===== src/rtl/ioin_pkg.sv =====
package ioin_pkg;
  localparam int BYTE_W        = 8;
  localparam int PORTS_PER_GRP = 3;
  localparam int SLOTS_PER_GRP = 4;
  typedef logic [BYTE_W-1:0] byte_t;
  localparam byte_t RESERVED_VAL = '0;
endpackage


===== src/rtl/ioin_sync.sv =====
module ioin_sync #(
  parameter int W = 48
) (
  input  logic         clk,
  input  logic         rst,
  input  logic [W-1:0] d_async,
  output logic [W-1:0] d_sync
);
  logic [W-1:0] stage1;
  logic [W-1:0] stage2;

  always_ff @(posedge clk) begin
    if (rst) begin
      stage1 <= '0;
      stage2 <= '0;
    end else begin
      stage1 <= d_async;
      stage2 <= stage1;
    end
  end

  assign d_sync = stage2;
endmodule


===== src/rtl/ioin_window.sv =====
module ioin_window #(
  parameter int ADDR_W = 10,
  parameter int OFS_W  = 3
) (
  input  logic                     bus_rd,
  input  logic                     bus_wr,
  input  logic [ADDR_W-1:0]        bus_addr,
  input  logic [ADDR_W-OFS_W-1:0]  base_hi,
  output logic                     rd_hit,
  output logic [OFS_W-1:0]         offset
);
  logic match;

  always_comb begin
    match  = (bus_addr[ADDR_W-1:OFS_W] == base_hi);
    rd_hit = bus_rd & ~bus_wr & match;
    offset = bus_addr[OFS_W-1:0];
  end
endmodule


===== src/rtl/ioin_portmux.sv =====
module ioin_portmux
  import ioin_pkg::*;
#(
  parameter int GROUPS = 2,
  parameter int OFS_W  = 3
) (
  input  logic [GROUPS*PORTS_PER_GRP*BYTE_W-1:0] lines,
  input  logic [OFS_W-1:0]                       offset,
  output byte_t                                  dout
);
  localparam int GRP_W = OFS_W - 2;

  byte_t grp_byte [GROUPS];
  logic [1:0] slot;

  assign slot = offset[1:0];

  for (genvar g = 0; g < GROUPS; g++) begin : g_grp
    byte_t port_a, port_b, port_c;
    assign port_a = lines[(g*PORTS_PER_GRP+0)*BYTE_W +: BYTE_W];
    assign port_b = lines[(g*PORTS_PER_GRP+1)*BYTE_W +: BYTE_W];
    assign port_c = lines[(g*PORTS_PER_GRP+2)*BYTE_W +: BYTE_W];
    always_comb begin
      unique case (slot)
        2'd0:    grp_byte[g] = port_a;
        2'd1:    grp_byte[g] = port_b;
        2'd2:    grp_byte[g] = port_c;
        default: grp_byte[g] = RESERVED_VAL;
      endcase
    end
  end

  logic [GRP_W-1:0] grp_sel;
  assign grp_sel = offset[OFS_W-1:2];
  assign dout    = grp_byte[grp_sel];
endmodule


===== src/rtl/ioin_decoder.sv =====
module ioin_decoder
  import ioin_pkg::*;
#(
  parameter int GROUPS = 2,   // power of two, at least 2
  parameter int ADDR_W = 10
) (
  input  logic                                   clk,
  input  logic                                   rst,
  input  logic [ADDR_W-1:0]                      base_sw,
  input  logic [ADDR_W-1:0]                      bus_addr,
  input  logic                                   bus_rd,
  input  logic                                   bus_wr,
  input  logic [GROUPS*PORTS_PER_GRP*BYTE_W-1:0] lines_in,
  output logic [BYTE_W-1:0]                      rd_data,
  output logic                                   rd_oe
);
  localparam int NLINES = GROUPS * PORTS_PER_GRP * BYTE_W;
  localparam int WIN    = GROUPS * SLOTS_PER_GRP;
  localparam int OFS_W  = $clog2(WIN);

  // switch bits below the window alignment do not take part in the compare
  logic unused_sw_lo;
  assign unused_sw_lo = ^base_sw[OFS_W-1:0];

  logic [NLINES-1:0] lines_s;
  logic              rd_hit;
  logic [OFS_W-1:0]  offset;
  byte_t             mux_byte;

  ioin_sync #(.W(NLINES)) u_sync (
    .clk     (clk),
    .rst     (rst),
    .d_async (lines_in),
    .d_sync  (lines_s)
  );

  ioin_window #(.ADDR_W(ADDR_W), .OFS_W(OFS_W)) u_win (
    .bus_rd   (bus_rd),
    .bus_wr   (bus_wr),
    .bus_addr (bus_addr),
    .base_hi  (base_sw[ADDR_W-1:OFS_W]),
    .rd_hit   (rd_hit),
    .offset   (offset)
  );

  ioin_portmux #(.GROUPS(GROUPS), .OFS_W(OFS_W)) u_mux (
    .lines  (lines_s),
    .offset (offset),
    .dout   (mux_byte)
  );

  always_ff @(posedge clk) begin
    if (rst) begin
      rd_oe   <= 1'b0;
      rd_data <= '0;
    end else begin
      rd_oe   <= rd_hit;
      rd_data <= rd_hit ? mux_byte : '0;
    end
  end
endmodule


===== config.mk =====
export PLATFORM = sky130hd
export DESIGN_NAME = ioin_decoder
export DESIGN_NICKNAME = d
export VERILOG_FILES = /design/src/rtl/ioin_pkg.sv /design/src/rtl/ioin_sync.sv /design/src/rtl/ioin_window.sv /design/src/rtl/ioin_portmux.sv /design/src/rtl/ioin_decoder.sv
export SDC_FILE = /design/constraint.sdc
export NUM_CORES = 1
export LEC_CHECK = 0
export ABC_AREA = 1
export BUFFER_PORTS_ARGS = -buffer_cell sky130_fd_sc_hd__clkbuf_2
export CORE_MARGIN = 2
export CORE_UTILIZATION = 40
export CTS_CLUSTER_DIAMETER = 50
export DETAILED_ROUTE_END_ITERATION = 10
export PLACE_DENSITY = 0.6
export SLEW_MARGIN = 5
export SYNTH_ARGS = -nofsm -noshare
export SYNTH_HDL_FRONTEND = slang
export SYNTH_SLANG_ARGS = --single-unit

===== constraint.sdc =====
create_clock -name clk -period 1.1 [get_ports clk]
set_clock_uncertainty 0.05 [all_clocks]
set_input_delay 0.22 -clock clk [delete_from_list [all_inputs] [get_ports clk]]
set_output_delay 0.22 -clock clk [all_outputs]
set_load 0.01 [all_outputs]

==> results_dict.tcl, run 1 <==
set metrics [dict create \
    status "finished clean" \
    grtUsageMet1_pct 18.4 \
    vdd_drop_max_mv 0.692 \
    grt_pass1_wl_mm 11.4 \
    layout_min_cycle_time_ns 1.08 \
    ctsLongestPathBuffers 2 \
    core_area_um2 8680 \
    synth_seq_cells 105 \
    pwr-share-clk_pct 33.3 \
    gr-usage-met2_pct 23.7 \
    drc 0 \
    ant_nets 0 \
    leakage_nw 2.45 \
    antenna_found_initial 0 \
    root_buffer "clkbuf_8" \
    grt_pass1_vias 2683 \
    fp.dieH_um 98.6 \
    final_net_count 651 \
    wire_per_inst_um 9.63 \
    tns_ns 0 \
    switchingPower_w 0.00155 \
    endpoint_kind "output pin" \
    p_seq_share_pct 57.7 \
    tightest_slew_ns 0.257 \
    cp-start-kind "flop" \
    row_count 34 \
    crit_chain "clkbuf_2" \
    rsz0062_at_grt "yes" \
    switching_share_pct 22.3 \
    power.density_nw_per_um2 1470 \
    io-pin-count 81 \
    synth.most_common_cell "inv_1" \
    vias 2761 \
    portBuffers 77 \
    critical_path_buf_inv_count 1 \
    postSynth.asyncResetShare_pct 0 \
    maxCapViolCount 0 \
    synth_area_um2 3580 \
    finalCoreUtilization_pct 54.6 \
    cts_tree "done" \
    final_layout_size_suffix_gt1_share_pct 18.2 \
    setup_viol 0 \
    synth_top_area_share_pct 58.8 \
    die_w_um 98.6 \
    grt_max_degree 61 \
    slowest_stage "dfxtp_2" \
    hold_viol 0 \
    critPathMaxFanout 1 \
    insertion_delay_ns 0.36 \
    synth_seq_area_share_pct 58.8 \
    first_pass_iters 4 \
    path_clk_slew_ns 0.09 \
    avgViaCountPerCell 4.00 \
    combPwrFrac_pct 9.0 \
    cp_data_arrival_time_ns 0.81 \
    cts_htree_levels 3 \
    hold_class "input pin to flop" \
    synth-edff-count 0 \
    critPathKind "flop to output pin" \
    area_growth_pct 32.5 \
    clkSinkCount 105 \
    start_util_pct 41.2 \
    fmax_mhz 930 \
    synth_flop_cell "dfxtp_1" \
    die_area_um2 9720 \
    top_usage_layer "met2" \
    cp_slowest_stage_delay_ns 0.33 \
    wl_mm 6.65 \
    internal-power_w 0.00540 \
    synth_nets 526 \
    final_max_slew_viol_count 0 \
    diodes 0 \
    met3_usage_pct 2.98 \
    synth_cell_types 15 \
    netlist_top_cells_count "inv_1 (112), nor2_1 (106), dfxtp_1 (105)" \
    grt_overflow_total 0 \
    gp_congestion 0.922 \
    ys_warn_count 0 \
    postSynthAreaPerCell_um2 7.88 \
    fin_crit_sh_pct 97.8 \
    synth_area_leader_cell "dfxtp_1" \
    first_iter_violations 63 \
    cts_inserted_buffers 9 \
    grtUsageTotal_pct 14.7 \
    maxSlewHeadroom_pct 82.9 \
    required_ns 0.83 \
    dpl.hpwl_mm 4.50 \
    crit_family "flip-flops" \
    netlist_top_cells_area "dfxtp_1 (59%), inv_1 (12%), nor2_1 (11%)" \
    synth_cells 454 \
]
## worst register-to-register path, cell delays in order (launching register included)
cell     delay (ns)
dfxtp_1        0.34
nand3_1        0.08
nand3_1        0.12
nand2_1        0.06
nand2_1        0.07
inv_1          0.03
nor2_1         0.08
## state kept, by name, summed over array words and instances (netlist names)
| signal | count |
|---|---|
| u_sync.stage1 | 48 |
| rd_oe | 1 |
| rd_data | 8 |
| u_sync.d_sync | 48 |
## stage by stage
step | setup slack [ns] | cells | power, W | hold WS (ns) | area (µm²)
2_1_floorplan | 0.0732 | 454 | 0.00440 | 0.277 | 3580
3_3_place_gp | -0.157 | 628 | 0.00458 | 0.341 | 4060
3_5_place_dp | -0.172 | 628 | 0.00459 | 0.342 | 4060
4_1_cts | 0.00174 | 691 | 0.00702 | 0.208 | 4730
5_1_grt | -0.00762 | 691 | 0.00726 | 0.231 | 4740
6_report | 0.0247 | 691 | 0.00695 | 0.222 | 4740
## cells in the final DEF (no fill, tap or decap)
cell	n
clkinv_2	1
clkinv_4	1
buf_4	6
buf_2	7
buf_12	2
nor2_1	106
clkbuf_2	69
dlygate4sd3_1	48
clkbuf_8	10
buf_6	1
inv_1	112
nand3_1	48
nor3_2	1
xnor2_1	4
and2_1	1
dfxtp_1	103
bufinv_16	1
dfxtp_2	2
inv_6	1
nor2_8	1
inv_2	2
nand2_1	54
nand3_2	1
clkbuf_1	1
## kinds of logic (layout without fill, tap and decap cells)
logic type | after synthesis | in the layout | synth area share [%]
buffers and inverters | 133 | 262 | 15.5
XOR/XNOR | 4 | 4 | 0.979
flip-flops | 105 | 105 | 58.8
AND/OR/NAND/NOR | 212 | 212 | 24.8
## power by group through the flow
stage / Sequential, W / Combinational (W) / Clock [W]
final: 0.00401 / 0.000627 / 0.00232
after global routing: 0.00403 / 0.000717 / 0.00252
after CTS: 0.00401 / 0.000629 / 0.00238
after detailed placement: 0.00410 / 0.000495 / 0
after global placement: 0.00410 / 0.000484 / 0
after floorplan: 0.00408 / 0.000318 / 0
## timing repair
action | 4_1_cts | 5_1_grt
setup buffers | 0 | 0
gates resized for setup | 0 | 10
setup endpoints to repair | 0 | 8
hold endpoints to repair | 48 | 0
hold buffers | 48 | 0
## cell type report
type | instances | area [µm²]
clock inverter | 4 | 52.6
sequential | 105 | 2100
fill | 852 | 3940
clock buffer | 11 | 141
timing repair buffer | 133 | 957
multi-input combinational | 216 | 922
inverter | 114 | 428
tap | 108 | 135
## worst paths after layout
kind                                     start                           end  slack (ns)  cells after the start
setup / recovery         rd_data[3]$_SDFF_PP0_                    rd_data[3]        0.02                      1
hold / removal                     bus_addr[5]              rd_oe$_SDFF_PP0_        0.22                      5
setup reg to reg  u_sync.d_sync[43]$_SDFF_PP0_         rd_data[3]$_SDFF_PP0_        0.19                      6
hold reg to reg   u_sync.stage1[41]$_SDFF_PP0_  u_sync.d_sync[41]$_SDFF_PP0_        0.35                      2
## layer usage
metal / vias to the layer above / wire, µm
met5: - / 0
met4: 0 / 161
met3: 11 / 285
met2: 64 / 2900
met1: 1152 / 3310
li1: 1534 / -
(Power assumes the default switching activity.)
==> inputs of run 2 (changes only) <==
- CORE_UTILIZATION: 40 -> 30
- CTS_BUF_LIST: not set -> sky130_fd_sc_hd__clkbuf_8
- PLACE_DENSITY: 0.6 -> 0.47
==> run 2 against run 1 <==
The run now ends with DRC left. Cell area up 2.1%. Total power is 2.1% higher. Critical path depth unchanged. Global-route usage decreased by 3.0 points. Sequential power about the same. Flip-flop and latch count is the same. Sequential share of layout area is 0.80 points lower. Non-clock buffer count unchanged. Routed wire length increased by 4.0%. Critical path type unchanged. Critical endpoint is now rd_data[2].
==> results_dict.tcl, run 2 (same netlist as run 1, synthesis figures left out) <==
set metrics [dict create \
    switchingPower_w 0.00166 \
    status "finished with violations" \
    root_buffer "clkbuf_8" \
    finalHoldWorstSlack_ns 0.0928 \
    combPwrFrac_pct 8.8 \
    cp_data_arrival_time_ns 0.81 \
    grt_overflow_total 0 \
    layout_min_cycle_time_ns 1.08 \
    endpoint_kind "output pin" \
    grt_max_degree 51 \
    portBuffers 77 \
    worstHoldPathCells 2 \
    fmax_mhz 927 \
    pwr-share-clk_pct 34.6 \
    wl_mm 6.92 \
    path_clk_slew_ns 0.10 \
    power.density_nw_per_um2 1470 \
    slowest_stage "dfxtp_2" \
    nFillCells 1225 \
    clkSinkCount 105 \
    drc 7 \
    switching_share_pct 23.3 \
    rsz0062_at_grt "yes" \
    dpl.hpwl_mm 4.93 \
    ant_nets 0 \
    leakage_nw 2.46 \
    hold_path_startpoint "rst" \
    r2r_slack_ns 0.18 \
    hold_viol 0 \
    tns_ns 0 \
    ctsLongestPathBuffers 2 \
    holdPathEnd "u_sync.d_sync[24]$_SDFF_PP0_" \
    fin_crit_sh_pct 98.1 \
    r2r-end "rd_data[6]$_SDFF_PP0_" \
    avgViaCountPerCell 3.78 \
    fin_ws_ns 0.0212 \
    diodes 0 \
    fp.dieH_um 113 \
    critPathMaxFanout 1 \
    row_count 39 \
    internal-power_w 0.00544 \
    tightest_slew_ns 0.255 \
    critical_path_buf_inv_count 1 \
    critPathKind "flop to output pin" \
    grt_pass1_vias 2727 \
    start_util_pct 31.1 \
    io-pin-count 81 \
    die_area_um2 12800 \
    cts_htree_levels 3 \
    final_max_slew_viol_count 0 \
    core_area_um2 11500 \
    gp_congestion 0.798 \
    hold_class "input pin to flop" \
    final_layout_size_suffix_gt1_share_pct 19.2 \
    final_net_count 651 \
    required_ns 0.83 \
    pre_cts_ws_ns -0.137 \
    violations "DRC" \
    antenna_found_initial 0 \
    crit_family "flip-flops" \
    r2r.worst_path.cells 6 \
    maxSlewHeadroom_pct 83.0 \
    worst_r2r_startpoint "u_sync.d_sync[22]$_SDFF_PP0_" \
    final_common_cell "inv_1" \
    p_seq_share_pct 56.5 \
    area_growth_pct 35.3 \
    vias 2746 \
    final_cell_mix "inv_1 (112), nor2_1 (106), dfxtp_1 (99)" \
    first_pass_iters 7 \
    wire_per_inst_um 9.52 \
    grt_pass1_wl_mm 11.9 \
    crit_chain "buf_6" \
    cts_inserted_buffers 9 \
    grtUsageTotal_pct 11.7 \
    cp_slowest_stage_delay_ns 0.33 \
    maxCapViolCount 0 \
    cp-start-kind "flop" \
    vdd_drop_max_mv 0.776 \
    setup_viol 0 \
    die_w_um 113 \
    insertion_delay_ns 0.37 \
    cts_tree "done" \
    first_iter_violations 106 \
]
==> run 2: layout make-up <==
type                       instances  area, µm²  share of cell area (%)
clock inverter                     6       75.1                    1.55
timing repair buffer             133        988                    20.4
tap                              143        179                    3.70
multi-input combinational        216        922                    19.1
inverter                         114        428                    8.84
sequential                       105       2110                    43.6
clock buffer                      10        138                    2.84
==> run 2: power groups by stage <==
stage / logic, W / registers [W] / clock network, W
finish: 0.000628 / 0.00401 / 0.00246
global route: 0.000720 / 0.00403 / 0.00269
CTS: 0.000636 / 0.00401 / 0.00253
detailed placement: 0.000502 / 0.00410 / 0
global placement: 0.000495 / 0.00410 / 0
floorplan: 0.000318 / 0.00408 / 0
==> run 2: what timing repair did <==
item	4_1_cts	5_1_grt
hold endpoints to repair	48	0
hold buffers	48	0
setup buffers	0	0
gates resized for setup	3	18
endpoints found under the setup margin	9	9
gates cloned	0	0
==> run 2: how the worst max path moves through the flow <==
stage	start	end	depth (start not counted)
detailed placement	bus_addr[1]	rd_data[4]$_SDFF_PP0_	8
finish	rd_data[2]$_SDFF_PP0_	rd_data[2]	1
global placement	bus_addr[0]	rd_data[7]$_SDFF_PP0_	8
global route	rd_data[7]$_SDFF_PP0_	rd_data[7]	1
CTS	rd_data[4]$_SDFF_PP0_	rd_data[4]	1
floorplan	rst	rd_data[0]$_SDFF_PP0_	6
==> run 2: per-stage QoR <==
stage                     cells  total power [W]  utilization, %  area [µm²]
after global placement      663          0.00460            35.6        4100
after floorplan             454          0.00440               -        3580
final                       727          0.00709            42.0        4840
after detailed placement    663          0.00460            35.6        4100
after CTS                   727          0.00718            41.7        4800
after global routing        727          0.00744            42.0        4840
==> run 2: routing by layer <==
layer / global-route usage [%] / wire length, µm
met1: 15.1 / 3480
met2: 18.3 / 2930
met3: 2.95 / 407
met4: 5.85 / 106
met5: 0 / 0
==> inputs of run 3 (changes only) <==
- ABC_AREA: 1 -> not set
- PLACE_DENSITY: 0.47 -> 0.48
- RECOVER_POWER: not set -> 100
==> run 3 against run 2 <==
The run ends with setup timing left. Synthesized cell count shrank 39%. Global-route usage down 1.2 points. Critical path depth rose by 2. Register-to-register slack worse by 0.24 ns. Hold slack lost 0.081 ns. Via count down 23%. Largest power group unchanged.
==> results_dict.tcl, run 3 <==
set metrics [dict create \
    vdd_drop_max_mv 0.556 \
    ys_warn_count 0 \
    drc 0 \
    grt_pass1_vias 2120 \
    diodes 0 \
    start_util_pct 30.5 \
    dp_cells 487 \
    total_power_w 0.00701 \
    synth_flop_cell "dfxtp_1" \
    final_common_cell "nor2b_1" \
    synth_area_leader_cell "dfxtp_1" \
    synth_area_um2 3430 \
    violations "setup timing" \
    pre_cts_ws_ns -0.346 \
    first_pass_iters 4 \
    critPathMaxFanout 1 \
    path_clk_slew_ns 0.09 \
    finalNonFillerCells 517 \
    hold_class "input pin to flop" \
    tns_ns -0.355 \
    synth-edff-count 0 \
    crit_chain "mux2i_2 -> mux4_2 -> nor4_1" \
    cp_data_arrival_time_ns 1.39 \
    critical_path_buf_inv_count 0 \
    final_layout_size_suffix_gt1_share_pct 35.8 \
    synth_nets 350 \
    synth_cell_types 19 \
    maxCapViolCount 0 \
    tightest_slew_ns 0.676 \
    fmax_mhz 863 \
    dpl.hpwl_mm 4.34 \
    netlist_top_cells_area "dfxtp_1 (61%), nor2b_1 (17%), mux4_2 (5.2%)" \
    slowest_stage "mux4_2" \
    setup_viol 9 \
    power.density_nw_per_um2 1610 \
    gp_congestion 0.686 \
    cts_htree_levels 3 \
    fin_ws_ns -0.0594 \
    synth_seq_area_share_pct 61.2 \
    endpoint_kind "flop" \
    postSynth.asyncResetShare_pct 0 \
    first_iter_violations 58 \
    cp-start-kind "flop" \
    ant_nets 0 \
    vias 2128 \
    final_cell_mix "nor2b_1 (96), dfxtp_1 (87), clkbuf_2 (71)" \
    leakage_nw 1.79 \
    core_area_um2 11300 \
    nFillCells 1127 \
    rsz0062_at_grt "yes" \
    synth_cells 278 \
    postSynthAreaPerCell_um2 12.3 \
    synth.most_common_cell "dfxtp_1" \
    cp_slowest_stage_delay_ns 0.45 \
    die_area_um2 12300 \
    hold_viol 0 \
    cts_tree "done" \
    ctsLongestPathBuffers 2 \
    grt_overflow_total 0 \
    status "finished with violations" \
    root_buffer "clkbuf_8" \
    clkSinkCount 105 \
    fp.dieH_um 111 \
    insertion_delay_ns 0.37 \
    required_ns 1.33 \
    synth_top_area_share_pct 61.2 \
    row_count 39 \
    wire_per_inst_um 11.7 \
    portBuffers 77 \
    final_max_slew_viol_count 0 \
    grtUsageTotal_pct 10.5 \
    post-cts-setup-buffers 0 \
    crit_family "multiplexers" \
    final_net_count 441 \
    layout_min_cycle_time_ns 1.16 \
    synth_seq_cells 105 \
    fin_crit_sh_pct 105 \
    avgViaCountPerCell 4.12 \
    grt_pass1_wl_mm 9.93 \
    grt_max_degree 68 \
    wl_mm 6.05 \
    antenna_found_initial 0 \
    io-pin-count 81 \
    maxSlewHeadroom_pct 54.9 \
    netlist_top_cells_count "dfxtp_1 (105), nor2b_1 (96), mux2i_1 (16)" \
    cts_inserted_buffers 9 \
    critPathKind "flop to flop" \
    die_w_um 111 \
    area_growth_pct 26.9 \
]
-- run 3: changes by cell type in the layout (fill, tap and decap cells not counted), moves of 4 or more --
cell,change
inv_1,-110
nor2_1,-105
nor2b_1,+96
nand2_1,-54
nand3_1,-48
dlygate4sd3_1,-34
mux2i_1,+15
dfxtp_1,-12
dfxtp_2,+12
nand2b_1,+11
mux4_2,+8
buf_4,-5
nor4_2,+5
clkbuf_2,+4
-- run 3: worst paths after layout --
| check | from | end | slack (ns) | cells after the start |
|---|---|---|---|---|
| max | u_sync.d_sync[8]$_SDFF_PP0_ | rd_data[0]$_SDFF_PP0_ | -0.06 | 3 |
| min reg2reg | u_sync.stage1[33]$_SDFF_PP0_ | u_sync.d_sync[33]$_SDFF_PP0_ | 0.38 | 1 |
| min | lines_in[36] | u_sync.stage1[36]$_SDFF_PP0_ | 0.01 | 2 |
| max reg2reg | u_sync.d_sync[8]$_SDFF_PP0_ | rd_data[0]$_SDFF_PP0_ | -0.06 | 3 |
-- run 3: kinds of logic (layout without fill, tap and decap cells) --
logic type | Yosys count | in the layout | share of synthesized area, %
AND/OR/NAND/NOR | 125 | 125 | 23.8
flip-flops | 105 | 105 | 61.2
multiplexers | 24 | 24 | 9.91
buffers and inverters | 17 | 113 | 3.28
XOR/XNOR | 7 | 7 | 1.79
-- run 3: where the power goes --
| group | leakage, nW | switching, W | internal, W |
|---|---|---|---|
| sequential | 0.874 | 0.0000442 | 0.00396 |
| combinational | 0.804 | 0.000201 | 0.000305 |
| clock | 0.108 | 0.00123 | 0.00126 |
| total | 1.79 | 0.00148 | 0.00553 |
-- run 3: area by class of cell --
class                   instances  area [µm²]  share of cell area (%)
clock buffers                   9         124                    2.84
repair buffers                 97         602                    13.8
multi-input cells             156        1240                    28.5
flip-flops and latches        105        2120                    48.8
clock inverters                 7        87.6                    2.01
well taps                     143         179                    4.11
-- run 3: repair_timing --
action | CTS | global route
hold endpoints to repair | 14 | 0
cloned | 0 | 0
pin swaps | 0 | 0
gates resized for setup | 17 | 16
hold buffers | 14 | 0
setup endpoints to repair | 14 | 17
-- run 3: worst register-to-register path, stage by stage (launching register included) --
cell     delay, ns
dfxtp_2       0.34
mux2i_2       0.07
mux4_2        0.45
nor4_1        0.17
-- run 3: layer usage --
metal	share of wire, %	vias to the layer above	global-route usage, %
li1	-	1067	-
met5	0	-	0
met1	41	990	11.7
met2	50	57	18.0
met4	2.9	0	6.75
met3	5.8	14	2.57
-- run 3: per-stage QoR --
stage	utilization (%)	hold WS [ns]	area, µm²
after global routing	38.7	0.00521	4360
after detailed placement	35.1	0.375	3960
after CTS	38.5	0.000414	4340
final	38.7	0.0116	4360
after floorplan	-	0.298	3430
after global placement	35.1	0.374	3960
